--- src/rtl/rtc_rate_pkg.sv ---
package rtc_rate_pkg;
  localparam int unsigned FLAG_N = 3;

  typedef struct packed {
    logic pie;
    logic aie;
    logic uie;
    logic sqwe;
  } en_t;

  typedef enum logic [1:0] {CHAIN_STOP, CHAIN_HOLD, CHAIN_RUN} chain_e;

  function automatic chain_e chain_mode(input logic [2:0] dv);
    if (dv == 3'b010)        return CHAIN_RUN;
    else if (dv[2:1] == 2'b11) return CHAIN_HOLD;
    else                     return CHAIN_STOP;
  endfunction
endpackage

--- src/rtl/rtc_div_chain.sv ---
module rtc_div_chain
  import rtc_rate_pkg::*;
#(
  parameter int unsigned DIV_W   = 15,
  parameter int unsigned UIP_CYC = 8
) (
  input  logic             clk_i,
  input  logic             rst_ni,
  input  logic [2:0]       dv_i,
  input  logic             set_i,
  output logic [DIV_W-1:0] cnt_o,
  output logic             uip_o,
  output logic             tick_o
);
  localparam int unsigned HALF_I = 1 << (DIV_W - 1);
  localparam logic [DIV_W-1:0] HALF   = DIV_W'(HALF_I);
  localparam logic [DIV_W-1:0] UIP_LO = DIV_W'(HALF_I - UIP_CYC);

  chain_e           mode;
  logic [DIV_W-1:0] cnt_q;

  assign mode = chain_mode(dv_i);

  always_ff @(posedge clk_i or negedge rst_ni) begin
    if (!rst_ni) cnt_q <= '0;
    else begin
      unique case (mode)
        CHAIN_RUN:  cnt_q <= cnt_q + 1'b1;
        CHAIN_HOLD: cnt_q <= '0;
        default:    cnt_q <= cnt_q;
      endcase
    end
  end

  logic live;
  assign live   = (mode == CHAIN_RUN) && !set_i;
  assign uip_o  = live && (cnt_q >= UIP_LO) && (cnt_q < HALF);
  assign tick_o = live && (cnt_q == HALF);
  assign cnt_o  = cnt_q;


  hold_clr_chk: assert property (@(posedge clk_i) disable iff (!rst_ni)
    (mode == CHAIN_HOLD) |=> (cnt_q == '0));

  stop_keep_chk: assert property (@(posedge clk_i) disable iff (!rst_ni)
    (mode == CHAIN_STOP) |=> $stable(cnt_q));

  tick_single_chk: assert property (@(posedge clk_i) disable iff (!rst_ni)
    tick_o |=> !tick_o);

  uip_lead_chk: assert property (@(posedge clk_i) disable iff (!rst_ni)
    (tick_o && !$past(tick_o) && $past(mode == CHAIN_RUN && !set_i)) |-> $past(uip_o));
endmodule

--- src/rtl/rtc_tap_sel.sv ---
module rtc_tap_sel #(
  parameter int unsigned DIV_W  = 15,
  parameter int unsigned RATE_W = 4
) (
  input  logic              clk_i,
  input  logic              rst_ni,
  input  logic [DIV_W-1:0]  cnt_i,
  input  logic [RATE_W-1:0] rate_i,
  input  logic              sqwe_i,
  output logic              sqw_o,
  output logic              pf_evt_o
);
  localparam int unsigned CODES     = 1 << RATE_W;
  localparam int unsigned ALIAS_TOP = 3;
  localparam int unsigned ALIAS_OFS = 5;
  localparam int unsigned BASE_OFS  = 2;

  logic [CODES-1:0] tap_vec;
  logic             tap, tap_q;

  for (genvar c = 0; c < CODES; c++) begin : g_tap
    if (c == 0) begin : g_off
      assign tap_vec[c] = 1'b0;
    end else if (c < ALIAS_TOP) begin : g_alias
      assign tap_vec[c] = cnt_i[c+ALIAS_OFS];
    end else begin : g_base
      assign tap_vec[c] = cnt_i[c-BASE_OFS];
    end
  end

  assign tap = tap_vec[rate_i];

  always_ff @(posedge clk_i or negedge rst_ni) begin
    if (!rst_ni) tap_q <= 1'b0;
    else         tap_q <= tap;
  end

  assign pf_evt_o = tap && !tap_q;
  assign sqw_o    = sqwe_i && tap;


  pf_edge_chk: assert property (@(posedge clk_i) disable iff (!rst_ni)
    pf_evt_o |=> !pf_evt_o);

  sqw_hold_chk: assert property (@(posedge clk_i) disable iff (!rst_ni)
    ($stable(cnt_i) && $stable(rate_i) && $stable(sqwe_i)) |-> $stable(sqw_o));
endmodule

--- src/rtl/rtc_irq_flags.sv ---
module rtc_irq_flags
  import rtc_rate_pkg::*;
(
  input  logic              clk_i,
  input  logic              rst_ni,
  input  logic              en_we_i,
  input  logic [3:0]        en_wdata_i,
  input  logic [FLAG_N-1:0] evt_i,
  input  logic              rd_i,
  output logic [7:0]        regc_o,
  output logic              irq_o,
  output logic              sqwe_o
);
  en_t              en_q;
  logic [FLAG_N-1:0] flg_q, pend_q, en_mask;
  logic              rd_q, irqf;

  always_ff @(posedge clk_i or negedge rst_ni) begin
    if (!rst_ni) begin
      en_q   <= '0;
      flg_q  <= '0;
      pend_q <= '0;
      rd_q   <= 1'b0;
    end else begin
      rd_q <= rd_i;
      if (rd_i) begin
        pend_q <= pend_q | evt_i;
      end else if (rd_q) begin
        flg_q  <= pend_q | evt_i;
        pend_q <= '0;
      end else begin
        flg_q <= flg_q | evt_i;
      end
      if (en_we_i) en_q <= en_t'(en_wdata_i);
    end
  end

  assign en_mask = {en_q.pie, en_q.aie, en_q.uie};
  assign irqf    = |(flg_q & en_mask);
  assign regc_o  = {irqf, flg_q, 4'b0000};
  assign irq_o   = irqf;
  assign sqwe_o  = en_q.sqwe;


  rd_freeze_chk: assert property (@(posedge clk_i) disable iff (!rst_ni)
    rd_i |=> $stable(flg_q));

  pf_set_chk: assert property (@(posedge clk_i) disable iff (!rst_ni)
    (evt_i[2] && !rd_i) |=> flg_q[2]);

  rst_clear_chk: assert property (@(posedge clk_i)
    !rst_ni |-> (en_q == '0 && flg_q == '0 && pend_q == '0 && !irq_o));
endmodule

--- src/rtl/rtc_rate_irq.sv ---
module rtc_rate_irq
  import rtc_rate_pkg::*;
#(
  parameter int unsigned DIV_W   = 15,
  parameter int unsigned RATE_W  = 4,
  parameter int unsigned UIP_CYC = 8
) (
  input  logic              clk_i,
  input  logic              rst_ni,
  input  logic [2:0]        dv_i,
  input  logic [RATE_W-1:0] rate_i,
  input  logic              set_i,
  input  logic              en_we_i,
  input  logic [3:0]        en_wdata_i,
  input  logic              alarm_evt_i,
  input  logic              upd_done_evt_i,
  input  logic              regc_rd_i,
  output logic [7:0]        regc_o,
  output logic              irq_drive_o,
  output logic              sqw_o,
  output logic              uip_o,
  output logic              upd_tick_o
);
  logic [DIV_W-1:0] cnt;
  logic             pf_evt, sqwe;

  rtc_div_chain #(.DIV_W(DIV_W), .UIP_CYC(UIP_CYC)) u_chain (
    .clk_i  (clk_i),
    .rst_ni (rst_ni),
    .dv_i   (dv_i),
    .set_i  (set_i),
    .cnt_o  (cnt),
    .uip_o  (uip_o),
    .tick_o (upd_tick_o)
  );

  rtc_tap_sel #(.DIV_W(DIV_W), .RATE_W(RATE_W)) u_tap (
    .clk_i    (clk_i),
    .rst_ni   (rst_ni),
    .cnt_i    (cnt),
    .rate_i   (rate_i),
    .sqwe_i   (sqwe),
    .sqw_o    (sqw_o),
    .pf_evt_o (pf_evt)
  );

  rtc_irq_flags u_flags (
    .clk_i      (clk_i),
    .rst_ni     (rst_ni),
    .en_we_i    (en_we_i),
    .en_wdata_i (en_wdata_i),
    .evt_i      ({pf_evt, alarm_evt_i, upd_done_evt_i}),
    .rd_i       (regc_rd_i),
    .regc_o     (regc_o),
    .irq_o      (irq_drive_o),
    .sqwe_o     (sqwe)
  );


  irq_flag_chk: assert property (@(posedge clk_i) disable iff (!rst_ni)
    irq_drive_o |-> (regc_o[6:4] != 3'b000));
endmodule

--- config.mk ---
export PLATFORM = sky130hd
export DESIGN_NAME = rtc_rate_irq
export DESIGN_NICKNAME = d
export VERILOG_FILES = /design/src/rtl/rtc_rate_pkg.sv /design/src/rtl/rtc_div_chain.sv /design/src/rtl/rtc_tap_sel.sv /design/src/rtl/rtc_irq_flags.sv /design/src/rtl/rtc_rate_irq.sv
export SDC_FILE = /design/constraint.sdc
export NUM_CORES = 1
export LEC_CHECK = 0
export ABC_AREA = 1
export BUFFER_PORTS_ARGS = -buffer_cell sky130_fd_sc_hd__buf_2
export CAP_MARGIN = 15
export CORE_AREA = 5 5 79 81
export DETAILED_ROUTE_END_ITERATION = 8
export DIE_AREA = 0 0 84 86
export GPL_ROUTABILITY_DRIVEN = 0
export GPL_TIMING_DRIVEN = 1
export SLEW_MARGIN = 10
export SYNTH_ARGS = -nofsm -noshare
export SYNTH_HDL_FRONTEND = slang
export SYNTH_SLANG_ARGS = --single-unit
export TNS_END_PERCENT = 20
--- constraint.sdc ---
create_clock -name clk_i -period 1.99 [get_ports clk_i]
set_clock_uncertainty 0.05 [all_clocks]
set_input_delay 0.4975 -clock clk_i [delete_from_list [all_inputs] [get_ports clk_i]]
set_output_delay 0.4975 -clock clk_i [all_outputs]
set_load 0.02 [all_outputs]
==> results.cfg <==
[status]
outcome = finished with violations
violations = setup timing

[setup_path]
crit_fanout = 3
cp_data_required_time_ns = 1.44
cp.arrival_ns = 1.52
endpoint_kind = primary output
cp-start-kind = flip-flop
crit_type = reg2out

[finish]
filler_cell_count = 573
layout-drive-gt1-share = 0.304
finalCoreUtilization = 0.359
fin_nets = 258
layout_common_cells = nand2_1, inv_1, dfrtp_1
area_delta_synth_final_pct = 22.5
layout_commonest_cell = nand2_1
multi_input_area_um2 = 805
seq_area_um2 = 677
antenna_cells = 0

[power]
p_seq_frac = 0.530
finalPower_uw = 1140
pwr_density_cell_nw_per_um2 = 586
max-vdd-ir-drop_mv = 0.298
p_leak_uw = 0.000978
power_frac_comb = 0.183
pwr-share-clk = 0.287
p_int_uw = 805
p_sw_frac = 0.294
switchingPower_uw = 335

[sta]
fin_tns_setup_ns = -0.0819
worstMarginPinSlew_ns = 0.634
slew_viol_final = 0
hold_violations = 0
fmax_mhz = 483
setup_violations = 1
min_period_ns = 2.07
grt_setup_unrepaired = yes
relSlewSlack = 0.577
setup_ws_ns = -0.0819
period_share = 1.04

[clocking]
cts_buffers = 3
cts_tree = built
worstSkewPairLatency_ns = 0.28
clockBufferDepth = 2
cts-root-buf = clkbuf_8
clock_sinks = 27
clk_pin_slew_ns = 0.10
h-tree-depth = 1

[detailed_routing]
drtIter0Drc = 83
avgViaCountPerCell = 4.53
vias = 1399
first_pass_iters = 4
postRouteAntennaNets = 0
drt_wl_total_um = 3520
drc = 0
post_drt_wl_per_cell_um = 11.4

[floorplanning]
num_rows = 27
core_um2 = 5410
chipHeight_um = 86
initial_core_util = 0.294
die_area_um2 = 7220
ios = 30
die_w_um = 84

[grt]
gr-total-overflow = 0
grt_max_degree = 28
grt_pass1_wl_um = 6220
antenna_found_initial = 0
track_usage = 0.104
grt_pass1_vias = 1367

[placement]
port_buffers = 25
place_ws_ns = -0.0349
hpwlAfterDp_um = 2680

[synth]
synth.distinct_cells = 31
syn_avg_cell_area_um2 = 7.82
synth_area_um2 = 1590
yosys_warnings = 0
synthMuxAreaShare = 0.0213
synthXorXnorAreaFrac = 0.00552
synth_compound_area_frac = 0.111
synth-simple-area-share = 0.309
synth_adder_area_share = 0.0158
postSynthCellCount = 203
synth_top_family_by_area = simple AND/OR/NAND/NOR gates
ys_seq_area_frac = 0.426
synth_seq_cells = 27

[min_path]
min_path_type = in2async

[flow_run]
cap_violations = 0
==> critical path, cell delays in order, from the launching register on <==
cell and delay (ns):
dfrtp_1 0.41, inv_2 0.09, ha_1 0.15, nand4_1 0.15, nor4_4 0.27, buf_4 0.18
==> cell usage after synthesis, drive strengths merged <==
cell / n / area (um2)
a21oi: 9 / 48.8
a31oi: 1 / 6.26
buf: 6 / 45.0
conb: 1 / 3.75
dfrtp: 27 / 676
ha: 2 / 25.0
inv: 34 / 128
mux2: 3 / 33.8
nand2: 47 / 194
nand3: 20 / 105
nand3b: 1 / 20.0
nand4: 5 / 31.3
nor2: 17 / 86.3
nor3: 3 / 20.0
nor4: 2 / 12.5
nor4b: 1 / 15.0
o21a: 1 / 7.51
o21ai: 18 / 93.8
o22ai: 2 / 12.5
o31ai: 1 / 7.51
or2: 1 / 6.26
xor2: 1 / 8.76
==> power by group through the flow <==
stage          Sequential, uW  Clock (uW)  Combinational, uW
4_1_cts                   604         339                208
2_1_floorplan             623           0                121
6_report                  604         327                208
3_3_place_gp              616           0                193
3_5_place_dp              616           0                195
5_1_grt                   610         358                239
==> routing by layer <==
layer	GRT usage	up-vias	wire length [um]
li1	-	718	-
met1	0.135	654	1660
met3	0.0154	4	115
met4	0.0351	0	54
met2	0.176	23	1690
met5	0	-	0
==> final cells by class <==
type | instances | area share
Multi-Input combinational cell | 139 | 0.414
Tap cell | 72 | 0.0464
Inverter | 34 | 0.0657
Sequential cell | 27 | 0.348
Clock inverter | 1 | 0.00386
Clock buffer | 3 | 0.0212
Timing Repair Buffer | 33 | 0.100
==> stage by stage <==
stage,instance area (um2),std cells,hold slack (ns)
4_1_cts,1900,307,0.200
6_report,1940,309,0.178
2_1_floorplan,1610,206,0.152
3_3_place_gp,1810,301,0.421
5_1_grt,1940,309,0.247
3_5_place_dp,1810,301,0.425
==> cell families after synthesis <==
family,after synthesis
muxes,3
xor gates and xnor gates,1
DFF,27
buffers and inverters,40
other,1
and+or+nand+nor,97
adders and majority gates,2
AOI/OAI and AO/OA,32
==> worst paths after layout <==
kind,start,end,slack (ns),cells past startpoint
max in group asynchronous,rst_ni,u_chain.cnt_o[10],1.27,1
min in group clk_i,regc_rd_i,u_flags.rd_q,0.31,1
worst max register to register,u_chain.cnt_o[1],u_chain.cnt_o[12],0.43,9
worst min register to register,u_flags.pend_q[2],u_flags.pend_q[2],0.45,2
worst max-delay path,u_chain.cnt_o[1],upd_tick_o,-0.08,5
worst min-delay path,rst_ni,u_chain.cnt_o[11],0.18,1
==> state kept, by name, summed over array words and instances, names as in the netlist <==
| register | flops |
|---|---|
| u_flags.flg_q | 3 |
| u_tap.tap_q | 1 |
| u_flags.pend_q | 3 |
| u_flags.rd_q | 1 |
| u_chain.cnt_o | 15 |
| u_flags.en_mask | 3 |
| u_flags.sqwe_o | 1 |
==> timing repair <==
action                     4_1_cts  5_1_grt
resized for setup                8        8
pin swaps                        1        3
buffers inserted                 2        2
hold buffers                     0        0
setup endpoints to repair        3        3
No activity file was read; power rests on OpenSTA's default activity.
